**config.mk**
```make
export PLATFORM = sky130hd
export DESIGN_NAME = iowin_xlate
export DESIGN_NICKNAME = d
export VERILOG_FILES = /design/src/rtl/iowin_pkg.sv /design/src/rtl/iowin_decode.sv /design/src/rtl/iowin_issue_reg.sv /design/src/rtl/iowin_ctrl.sv /design/src/rtl/iowin_xlate.sv
export SDC_FILE = /design/constraint.sdc
export NUM_CORES = 1
export LEC_CHECK = 0
export BUFFER_PORTS_ARGS = -buffer_cell sky130_fd_sc_hd__buf_2
export CORE_UTILIZATION = 39
export CTS_CLUSTER_SIZE = 24
export DETAILED_ROUTE_END_ITERATION = 10
export GPL_TIMING_DRIVEN = 1
export PLACE_DENSITY = 0.8
export SKIP_LAST_GASP = 1
export SLEW_MARGIN = 20
export SYNTH_ARGS = -nofsm -noshare
export SYNTH_HDL_FRONTEND = slang
export SYNTH_SLANG_ARGS = --single-unit
```
**constraint.sdc**
```tcl
create_clock -name clk -period 1.9 [get_ports clk]
set_clock_uncertainty 0.05 [all_clocks]
set_input_delay 0.19 -clock clk [delete_from_list [all_inputs] [get_ports clk]]
set_output_delay 0.19 -clock clk [all_outputs]
set_load 0.03 [all_outputs]
```
**src/rtl/iowin_pkg.sv**
```systemverilog
package iowin_pkg;

  // Access size codes carried unchanged from request to I/O bus
  typedef enum logic [1:0] {
    SZ_BYTE = 2'd0,
    SZ_HALF = 2'd1,
    SZ_WORD = 2'd2,
    SZ_RSVD = 2'd3
  } acc_size_e;

  // Transfer sequencing
  typedef enum logic [1:0] {
    XS_IDLE  = 2'd0,
    XS_ISSUE = 2'd1,
    XS_WAIT  = 2'd2
  } xfer_state_e;

endpackage

```
**src/rtl/iowin_decode.sv**
```systemverilog
module iowin_decode #(
  parameter int              ADDR_W    = 32,
  parameter logic [31:0]     WIN_BASE  = 32'h8000_0000,
  parameter int              WIN_BITS  = 23,
  parameter int              PORT_W    = 16,
  parameter int              GRP_BITS  = 5,
  parameter int              PAGE_BITS = 12
) (
  input  logic              valid,
  input  logic [ADDR_W-1:0] addr,
  input  logic              paged,
  output logic              hit,
  output logic [PORT_W-1:0] port
);
  localparam int HI_BITS = PORT_W - GRP_BITS;

  logic [WIN_BITS-1:0] offs;
  logic [PORT_W-1:0]   linear_port;
  logic [PORT_W-1:0]   paged_port;

  assign offs = addr[WIN_BITS-1:0];
  assign hit  = valid && (addr[ADDR_W-1:WIN_BITS] == WIN_BASE[ADDR_W-1:WIN_BITS]);

  generate
    if (WIN_BITS >= PORT_W) begin : g_lin_trunc
      assign linear_port = offs[PORT_W-1:0];
    end else begin : g_lin_ext
      assign linear_port = {{(PORT_W-WIN_BITS){1'b0}}, offs};
    end
  endgenerate

  // page number on top, port-in-group below; middle offset bits dropped
  assign paged_port = {offs[PAGE_BITS+HI_BITS-1:PAGE_BITS], offs[GRP_BITS-1:0]};

  assign port = paged ? paged_port : linear_port;

  initial begin
    assert (PAGE_BITS + HI_BITS <= WIN_BITS && GRP_BITS <= PAGE_BITS)
      else $error("iowin_decode: page field exceeds window");
  end
endmodule

```
**src/rtl/iowin_issue_reg.sv**
```systemverilog
module iowin_issue_reg #(
  parameter int PORT_W = 16,
  parameter int DATA_W = 32
) (
  input  logic              clk,
  input  logic              rst_n,
  input  logic              load,
  input  logic [PORT_W-1:0] port_d,
  input  logic              write_d,
  input  logic [1:0]        size_d,
  input  logic [DATA_W-1:0] wdata_d,
  output logic [PORT_W-1:0] port_q,
  output logic              write_q,
  output logic [1:0]        size_q,
  output logic [DATA_W-1:0] wdata_q
);
  always_ff @(posedge clk or negedge rst_n) begin
    if (!rst_n) begin
      port_q  <= '0;
      write_q <= 1'b0;
      size_q  <= iowin_pkg::SZ_BYTE;
      wdata_q <= '0;
    end else if (load) begin
      port_q  <= port_d;
      write_q <= write_d;
      size_q  <= size_d;
      wdata_q <= wdata_d;
    end
  end
endmodule

```
**src/rtl/iowin_ctrl.sv**
```systemverilog
module iowin_ctrl (
  input  logic clk,
  input  logic rst_n,
  input  logic req_valid,
  input  logic win_hit,
  input  logic io_ready,
  input  logic io_done,
  output logic req_ready,
  output logic load,
  output logic io_valid,
  output logic rsp_valid
);
  import iowin_pkg::*;

  xfer_state_e st, st_nxt;

  always_comb begin
    st_nxt = st;
    unique case (st)
      XS_IDLE:  if (win_hit) st_nxt = XS_ISSUE;
      XS_ISSUE: if (io_ready) st_nxt = io_done ? XS_IDLE : XS_WAIT;
      XS_WAIT:  if (io_done) st_nxt = XS_IDLE;
      default:  st_nxt = XS_IDLE;
    endcase
  end

  always_ff @(posedge clk or negedge rst_n) begin
    if (!rst_n) st <= XS_IDLE;
    else        st <= st_nxt;
  end

  assign req_ready = (st == XS_IDLE);
  assign load      = req_ready && win_hit;
  assign io_valid  = (st == XS_ISSUE);
  assign rsp_valid = io_done && ((st == XS_WAIT) || (st == XS_ISSUE && io_ready));

  // issue follows an in-window acceptance by one cycle
  a_r6_issue_next: assert property (@(posedge clk) disable iff (!rst_n)
    (req_valid && req_ready && win_hit) |=> io_valid);
  // request held until taken
  a_r6_hold_valid: assert property (@(posedge clk) disable iff (!rst_n)
    (io_valid && !io_ready) |=> io_valid);
  // out-of-window request leaves the block idle
  a_r2_drop_idle: assert property (@(posedge clk) disable iff (!rst_n)
    (req_valid && req_ready && !win_hit) |=> (req_ready && !io_valid));
  // no new acceptance while the I/O request is pending
  a_r9_busy_blocks: assert property (@(posedge clk) disable iff (!rst_n)
    io_valid |-> !req_ready);
  // completion only for an outstanding access
  a_r8_rsp_in_flight: assert property (@(posedge clk) disable iff (!rst_n)
    rsp_valid |-> !req_ready);
  // idle again right after completion
  a_r9_ready_after_done: assert property (@(posedge clk) disable iff (!rst_n)
    rsp_valid |=> req_ready);
endmodule

```
**src/rtl/iowin_xlate.sv**
```systemverilog
module iowin_xlate #(
  parameter int          ADDR_W    = 32,
  parameter int          DATA_W    = 32,
  parameter logic [31:0] WIN_BASE  = 32'h8000_0000,
  parameter int          WIN_BITS  = 23,
  parameter int          PORT_W    = 16,
  parameter int          GRP_BITS  = 5,
  parameter int          PAGE_BITS = 12
) (
  input  logic              clk,
  input  logic              rst_n,
  input  logic              map_mode,
  input  logic              req_valid,
  output logic              req_ready,
  input  logic [ADDR_W-1:0] req_addr,
  input  logic              req_write,
  input  logic [1:0]        req_size,
  input  logic [DATA_W-1:0] req_wdata,
  output logic              win_hit,
  output logic              io_valid,
  input  logic              io_ready,
  output logic [PORT_W-1:0] io_port,
  output logic              io_write,
  output logic [1:0]        io_size,
  output logic [DATA_W-1:0] io_wdata,
  input  logic              io_done,
  input  logic [DATA_W-1:0] io_rdata,
  output logic              rsp_valid,
  output logic              rsp_write,
  output logic [DATA_W-1:0] rsp_rdata
);
  localparam int HI_BITS = PORT_W - GRP_BITS;

  logic              load;
  logic [PORT_W-1:0] port_d;

  iowin_decode #(
    .ADDR_W(ADDR_W), .WIN_BASE(WIN_BASE), .WIN_BITS(WIN_BITS),
    .PORT_W(PORT_W), .GRP_BITS(GRP_BITS), .PAGE_BITS(PAGE_BITS)
  ) u_decode (
    .valid (req_valid),
    .addr  (req_addr),
    .paged (map_mode),
    .hit   (win_hit),
    .port  (port_d)
  );

  iowin_ctrl u_ctrl (
    .clk       (clk),
    .rst_n     (rst_n),
    .req_valid (req_valid),
    .win_hit   (win_hit),
    .io_ready  (io_ready),
    .io_done   (io_done),
    .req_ready (req_ready),
    .load      (load),
    .io_valid  (io_valid),
    .rsp_valid (rsp_valid)
  );

  iowin_issue_reg #(.PORT_W(PORT_W), .DATA_W(DATA_W)) u_issue (
    .clk     (clk),
    .rst_n   (rst_n),
    .load    (load),
    .port_d  (port_d),
    .write_d (req_write),
    .size_d  (req_size),
    .wdata_d (req_wdata),
    .port_q  (io_port),
    .write_q (io_write),
    .size_q  (io_size),
    .wdata_q (io_wdata)
  );

  assign rsp_write = io_write;
  assign rsp_rdata = (rsp_valid && !io_write) ? io_rdata : '0;

  // paged mode packs page number over low group bits
  a_r4_paged_port: assert property (@(posedge clk) disable iff (!rst_n)
    (req_valid && req_ready && win_hit && map_mode) |=>
      (io_port[GRP_BITS-1:0] == $past(req_addr[GRP_BITS-1:0]) &&
       io_port[PORT_W-1:GRP_BITS] == $past(req_addr[PAGE_BITS+HI_BITS-1:PAGE_BITS])));
  // linear mode keeps low offset bits
  a_r3_linear_port: assert property (@(posedge clk) disable iff (!rst_n)
    (req_valid && req_ready && win_hit && !map_mode) |=>
      (io_port == $past(req_addr[PORT_W-1:0])));
  // size, direction and data carried across
  a_r5_fields_carry: assert property (@(posedge clk) disable iff (!rst_n)
    (req_valid && req_ready && win_hit) |=>
      (io_size == $past(req_size) && io_write == $past(req_write) &&
       io_wdata == $past(req_wdata)));
  // fields frozen while the request waits
  a_r6_fields_stable: assert property (@(posedge clk) disable iff (!rst_n)
    (io_valid && !io_ready) |=>
      ($stable(io_port) && $stable(io_size) && $stable(io_write) && $stable(io_wdata)));
endmodule

```
; ---- Word-level counts from Yosys, hierarchy flattened
; Index checks and enable logic that the tools add are counted.
; Widths: inputs -> output; s select.
[totals]
in_bits = 105
register_bits = 53
word_cells = 27
output_inout_bits = 88
[classes]
eq_ne = 6
muxes = 7
reduce_logical = 9
[op_table]
columns = cell, n
row1 = $mux 32, 1
row2 = $mux 16, 1
row3 = $eq 9x9->1 const B, 1
row4 = $mux 2, 4
row5 = $pmux 2 s3, 1
row6 = $logic_and 1x1->1, 5
row7 = $ne 2x1->1 const B, 2
row8 = $reduce_and 3->1, 1
row9 = $eq 2x1->1 const B, 1
row10 = $eq 2x2->1 const B, 1
row11 = $logic_not 2->1, 1
row12 = $ne 2x2->1 const B, 1
row13 = $logic_not 1->1, 1
row14 = $logic_or 1x1->1, 1

; ---- Longest topological paths before layout
; Gate-level depths: netlist (run 1).
[depth]
depth_word = 6
ltp_mapped = 4
mapped_depth_nobuf = 3

; ---- Cells and area by module
; A second synthesis (run 1) with hierarchy kept.
[unflattened]
hier_cells = 179
area_unflattened_um2 = 2856.5
[by_module_without_submodules]
columns = module, area_each_um2, seq_area_each_um2, instances, cells_each
row1 = iowin_issue_reg, 2149.6, 1276.2, 1, 108
row2 = iowin_xlate, 365.4, 0.0, 1, 39
row3 = iowin_decode, 231.5, 0.0, 1, 20
row4 = iowin_ctrl, 110.1, 50.0, 1, 12

; ---- Worst setup path after synthesis (run 1)
; Ideal clock, no wire load.
[synth_timing]
path_kind = register to register
start = register u_ctrl.st[0]
end = register u_issue.write_q
arrival_time_ns = 1.691
path_buffers = 1
period_less_slack_ns = 1.869
path_stages_with_launch = 5
path_slack_ns = 0.031
required_ns = 1.722
setup_ns = 0.128
path_cell_list = dfrtp_1 -> nor2_1 -> nand4b_1 -> buf_2 -> mux2_1
[synth_between]
elab_chain_cells = 2
[synth_lines]
columns = item, line
row1 = from (decl), iowin_ctrl.sv:15  ; xfer_state_e st, st_nxt;
row2 = from (signal assigned), iowin_ctrl.sv:29  ; else st <= st_nxt;
row3 = $logic_not 2->1, iowin_ctrl.sv:32  ; assign req_ready = (st == XS_IDLE);
row4 = via req_ready, iowin_xlate.sv:14  ; output logic req_ready,
row5 = $logic_and 1x1->1, iowin_ctrl.sv:33  ; assign load = req_ready && win_hit;
row6 = to (signal assigned), iowin_issue_reg.sv:25  ; write_q <= write_d;
row7 = to (decl), iowin_issue_reg.sv:13  ; output logic write_q,
; The timed path passes the listed nets, and every way through them passes these cells.
; A chain may end at the register's enable or synchronous reset.

; ---- Worst setup path after layout (run 1)
[layout_timing]
start = register u_ctrl.st[0]
end = output port rsp_rdata[3]
[layout_between]
elab_chain_cells = 6
word_cells_on_any_way = 7
classes_between = eq/ne: 2 / mux: 1 / reduce/logical: 4
[layout_lines]
columns = item, line
row1 = $eq 2x1->1, iowin_ctrl.sv:35  ; assign rsp_valid = io_done && ((st == XS_WAIT) || (st == XS_ISSUE && io_ready));
row2 = $logic_and 1x1->1, iowin_ctrl.sv:35
row3 = $logic_or 1x1->1 *, iowin_ctrl.sv:35
row4 = $logic_and 1x1->1 *, iowin_ctrl.sv:35
row5 = $logic_and 1x1->1 *, iowin_xlate.sv:76  ; assign rsp_rdata = (rsp_valid && !io_write) ? io_rdata : '0;
row6 = $mux 32 *, iowin_xlate.sv:76
row7 = to (decl), iowin_xlate.sv:30  ; output logic [DATA_W-1:0] rsp_rdata
; Every way passes the cells marked *; elsewhere a longest branch is shown, timed or not.

==> results of run 1 <==
-- worst reg2reg max path: stages, from the launching register on --
cell,delay [ps]
dfrtp_1,440
nor2_1,110
nand4b_1,130
buf_4,480
mux2_1,420
-- report_power, final --
| part | total, µW | switching [µW] | internal (µW) |
|---|---|---|---|
| Clock | 610 | 355 | 255 |
| Sequential | 1170 | 13.8 | 1150 |
| Combinational | 278 | 145 | 133 |
-- sequential cells by signal, indices dropped and copies added, names as in the netlist --
name,cells
u_issue.size_q,2
u_issue.write_q,1
u_issue.wdata_q,32
u_ctrl.st,2
u_issue.port_q,16
-- layout make-up --
class	instances	area [µm²]	share of cell area (%)
Tap cell	75	93.84	2.468
Inverter	2	7.507	0.1974
Sequential cell	53	1326	34.88
Multi-Input combinational cell	111	1087	28.59
Timing Repair Buffer	197	1201	31.59
Clock buffer	5	68.82	1.810
Clock inverter	3	17.52	0.4607
-- synth_stat cells --
library cell  instances
dfrtp_1              53
mux2_1               50
and2_1               32
mux2_2               12
buf_2                 5
clkbuf_1              4
nor2_1                3
and3b_1               2
inv_1                 2
nor2b_1               2
nor4_2                2
buf_4                 1
nand2_1               1
nand2b_1              1
nand4b_1              1
o211a_1               1
o21ai_1               1
-- layer usage --
layer	routed length (µm)	track usage (%)
met5	0	0
met2	3670	33.16
met1	2070	17.54
met3	540	4.205
met4	191	5.357
-- logic make-up (layout without fill, tap and decap cells) --
kind of cell           count (synthesis)  after routing
AOI/OAI and AO/OA                      2              5
and+or+nand+nor                       44             44
muxes                                 62             62
DFF                                   53             53
buffers and inverters                 12            207
-- worst max-delay path by stage --
| stage | startpoint | to | slack, ps | cells past startpoint |
|---|---|---|---|---|
| after global routing | u_ctrl.st[0] | rsp_rdata[3] | -40 | 4 |
| after global placement | u_ctrl.st[1] | rsp_rdata[31] | 140 | 4 |
| after floorplan | u_ctrl.st[0] | u_issue.write_q | 30 | 4 |
| after detailed placement | u_ctrl.st[1] | rsp_rdata[9] | 80 | 4 |
| final | u_ctrl.st[0] | rsp_rdata[3] | 20 | 4 |
| after CTS | u_ctrl.st[1] | rsp_rdata[16] | 10 | 4 |
-- timing repair --
action,in CTS,in global routing
pin swaps,0,5
gates resized for setup,2,110
cloned,0,3
hold endpoints to repair,24,0
setup endpoints to repair,32,32
hold buffers,1,0
-- through the flow --
step / utilization [%] / setup TNS (ps) / total power [µW] / cells / hold slack, ps
floorplan: - / 0 / 1297 / 173 / -155.6
global placement: 58.06 / 0 / 1460 / 434 / 157.8
detailed placement: 58.06 / 0 / 1465 / 434 / 160.9
CTS: 59.82 / 0 / 2079 / 443 / 12.24
global route: 64.60 / -440.9 / 2152 / 446 / 12.08
finish: 64.60 / 0 / 2057 / 446 / 30.01
==> out/results.ini, run 1 <==
[outcome]
status = finished clean

[worst_hold_path]
hold_depth = 2
min_from = io_ready
hold_end = u_ctrl.st[0]
hold_path.class = in2reg

[floorplan]
io_pins = 193
start_util_pct = 40.43
rows = 28
core_area_mm2 = 0.005886
die_h_um = 80.12
fp.dieW_um = 80.12
die_area_mm2 = 0.006418

[finish]
drive_gt1_share_pct = 62.53
area_growth_pct = 59.78
fill_cells = 472
layout_common_cells = 160 x buf_2, 53 x dfrtp_1, 50 x mux2_1
fin_area_mm2 = 0.003802
layout.nets = 475
diodes = 0
layout_commonest_cell = buf_2

[setup_path]
critPathSlowestCell = dfrtp_1
cp-end-kind = primary output
crit_type = reg2out
cp.arrival_ps = 1640
critPathLaunchType = flip-flop
crit_family = simple AND/OR/NAND/NOR gates
cp_cell_sequence = and3b_2 -> o211a_4 -> and2_1 -> buf_6
r2r_end = u_issue.wdata_q[23]
crit_required_ps = 1660
max_stage_delay_ps = 440
rr_startpoint = u_ctrl.st[0]
rrSetupSlack_ps = 150
critPathBufInv = 1
r2r_cells = 4
path_max_fanout = 8

[sta]
finalHoldViolCount = 0
setup_slack_ps = 18.59
tightest_slew_ps = 567.3
rsz0062_at_grt = yes
post-route-period-util_pct = 99.02
setup_viol = 0
min_period_ps = 1881
slew_viol_final = 0
fmax_mhz = 531.5
max-slew-margin-rel_pct = 62.18

[yosys]
synthCells = 173
synth-compound-area-share_pct = 0.6309
ys_seq_elements = 53
synth_fa_ha_area_share_pct = 0
netlist.area_leader.share_pct = 55.73
ys_types = 17
synth_simple_gate_area_share_pct = 11.99
synth_area_leaders = dfrtp_1 56%, mux2_1 24%, and2_1 8.4%
synth_top_family_by_area = multiplexers
syn_area_mm2 = 0.002380
syn-num-nets = 278
yosysSeqAreaShare_pct = 55.73
yosys_warnings = 0
synth.area.mux_share_pct = 29.34
synthXorXnorAreaFrac_pct = 0
avgSynthCellArea_um2 = 13.76
synth_top_area_cell = dfrtp_1

[clock_tree]
clock_path_buffers = 2
cts_setup_buffers = 0
clock_latency_ps = 290
root_buffer = clkbuf_8
numCtsBuffers = 5
clk_pin_slew_worst_paths_ps = 90
cts_tree = done
cts.htree.levels = 2
cts.sinks = 53

[drt]
wl_mm = 6.472
initialDrtViolationCount = 42
routedWlPerCell_um = 14.51
via_per_inst = 4.760
drc = 0
vias = 2123
first_pass_iters = 4
antenna_left = 0

[job]
maxCapViolCount = 0

[global_routing]
antenna_found_initial = 0
grt_max_degree = 46
grt_usage_pct = 17.00
grt_pass1_vias = 1958
grt_pass1_wl_mm = 8.431
globalRouteOverflowTotal = 0

[power]
p_per_area_mw_per_mm2 = 540.9
vdd_drop_max_mv = 0.3158
p_leak_uw = 0.002273

[placement]
place_ws_ps = 76.39
postPlaceCellArea_mm2 = 0.003417
dp_hpwl_mm = 4.657
gp_congestion = 0.7618
io_buffers = 192

Note: power is estimated with default switching activity, not from simulation.
==> run 2: changes to the inputs <==
Settings changed: CORE_ASPECT_RATIO from default to 0.75.
==> out/results.ini, run 2 (same netlist as run 1, synthesis figures left out) <==
[finish]
layout_commonest_cell = buf_2
area_growth_pct = 51.79
fill_cells = 492  ; +4.2%
drive_gt1_share_pct = 60.16  ; -2.4 points
layout_common_cells = 184 x buf_2, 53 x dfrtp_1, 50 x mux2_1
layout.nets = 474  ; -0.21%
diodes = 0  ; unchanged
largest_reg_flops = 32  ; unchanged
largest_register = u_issue.wdata_q
top_regs = u_issue.wdata_q (32), u_issue.port_q (16)
fin_area_mm2 = 0.003612  ; -5.0%

[drt]
wl_mm = 6.432  ; -0.62%
drc = 0  ; unchanged
first_pass_iters = 4  ; unchanged
via_per_inst = 4.647  ; -2.4%
initialDrtViolationCount = 52  ; +24%
antenna_left = 0  ; unchanged
routedWlPerCell_um = 14.39  ; -0.84%
vias = 2077  ; -2.2%

[sta]
tightest_slew_ps = 325.7  ; -241.6 ps
fmax_mhz = 538.5  ; +1.3%
setup_slack_ps = 42.84  ; +24.25 ps
min_period_ps = 1857  ; -24.25 ps
fin_setup_tns_ps = 0  ; unchanged
max-slew-margin-rel_pct = 78.29  ; +16 points
hold-worst-slack_ps = 50.42  ; +20.40 ps
setup_viol = 0  ; unchanged
rsz0062_at_grt = yes
slew_viol_final = 0  ; unchanged
finalHoldViolCount = 0  ; unchanged
post-route-period-util_pct = 97.75  ; -1.3 points

[global_routing]
grt_use_met3_pct = 8.114  ; +3.9 points
grtUsageMet1_pct = 26.21  ; +8.7 points
antenna_found_initial = 1  ; +1
grt_usage_pct = 19.32  ; +2.3 points
grt_pass1_vias = 1988  ; +1.5%
globalRouteOverflowTotal = 0  ; unchanged
grt_max_degree = 53  ; +15%
use_met2_pct = 28.94  ; -4.2 points
grt_busiest_layer = met2
grt_pass1_wl_mm = 9.618  ; +14%

[setup_path]
critPathLaunchType = flip-flop
cp-end-kind = primary output
cp_cell_sequence = and3b_2 -> o211a_4 -> and2_1 -> buf_4
r2r_cells = 5  ; +1
crit_required_ps = 1660  ; about the same
path_max_fanout = 8  ; unchanged
max_stage_delay_ps = 430  ; about the same
rrSetupSlack_ps = 200  ; +50 ps
cp.arrival_ps = 1620  ; -20 ps
critPathSlowestCell = dfrtp_1
crit_type = reg2out

[clock_tree]
clock_latency_ps = 290  ; about the same
cts.htree.levels = 2  ; unchanged
cts.sinks = 53  ; unchanged
root_buffer = clkbuf_8
clock_path_buffers = 2  ; unchanged
cts_tree = done
numCtsBuffers = 5  ; unchanged
clk_pin_slew_worst_paths_ps = 90  ; about the same

[worst_hold_path]
hold_path.class = in2reg
hold_depth = 2  ; unchanged

[placement]
place_ws_ps = 17.37  ; -59.03 ps
io_buffers = 192  ; unchanged
gp_congestion = 0.8494  ; +11%
dp_hpwl_mm = 4.994  ; +7.2%
postPlaceCellArea_mm2 = 0.003426  ; +0.26%

[power]
p_per_area_mw_per_mm2 = 570.9  ; +5.6%
vdd_drop_max_mv = 0.4466  ; +41%
p_total_uw = 2062  ; +0.28%
p_leak_uw = 0.002247  ; -1.1%

[floorplan]
fp.dieW_um = 92.20  ; +15%
rows = 24  ; -14%
start_util_pct = 40.64  ; +0.21 points
die_h_um = 69.65  ; -13%
die_area_mm2 = 0.006422  ; about the same
io_pins = 193  ; unchanged
core_area_mm2 = 0.005856  ; -0.51%

[job]
maxCapViolCount = 0  ; unchanged

[outcome]
status = finished clean

## run 2: per-stage QoR
stage	cells	utilization (%)
floorplan	173	-
finish	447	61.69
global placement	436	58.50
CTS	444	60.34
global route	447	61.69
detailed placement	436	58.50
## run 2: where the power goes
group          leakage (µW)  switching [µW]  internal, µW  total (µW)
logic               0.00147             146           133         279
registers          0.000736            13.4          1150        1170
clock network     0.0000433             327           288         616
## run 2: final timing paths
check,startpoint,to
min in group asynchronous,rst_n,u_issue.wdata_q[5]
worst max-delay path,u_ctrl.st[0],rsp_rdata[14]
max in group asynchronous,rst_n,u_issue.port_q[13]
worst min-delay path,req_wdata[20],u_issue.wdata_q[20]
worst max register to register,u_ctrl.st[0],u_issue.port_q[13]
worst min register to register,u_issue.wdata_q[23],u_issue.wdata_q[23]
## run 2: area by class of cell
| cell class | instances | area, µm² | share of cell area (%) |
|---|---|---|---|
| Sequential cell | 53 | 1326 | 36.72 |
| Multi-Input combinational cell | 110 | 1050 | 29.06 |
| Inverter | 2 | 7.507 | 0.2078 |
| Tap cell | 78 | 97.59 | 2.702 |
| Timing Repair Buffer | 197 | 1041 | 28.82 |
| Clock buffer | 6 | 82.58 | 2.286 |
| Clock inverter | 1 | 7.507 | 0.2078 |
## run 2: what timing repair did
item                                    in CTS  in global routing
hold endpoints to repair                    12                  0
pin swaps                                    1                  3
buffers inserted                             0                  1
hold buffers                                 1                  0
endpoints found under the setup margin      32                 32
gates cloned                                 0                  2
gates resized for setup                      2                 23
## run 2: metal layers
metal  part of all wire, %  up-vias  routed length, µm
li1                      -      985                  -
met1                    44      987               2832
met2                    45       97               2897
met3                    10        6                642
met4                  0.79        2                 51
met5                  0.12        -                  8
## run 2: worst max-delay path: cells and delay by family (launching register included)
kind            cells  cell delay [ps]
compound gates      1              300
flops               1              430
buf+inv             1              170
simple gates        2              440
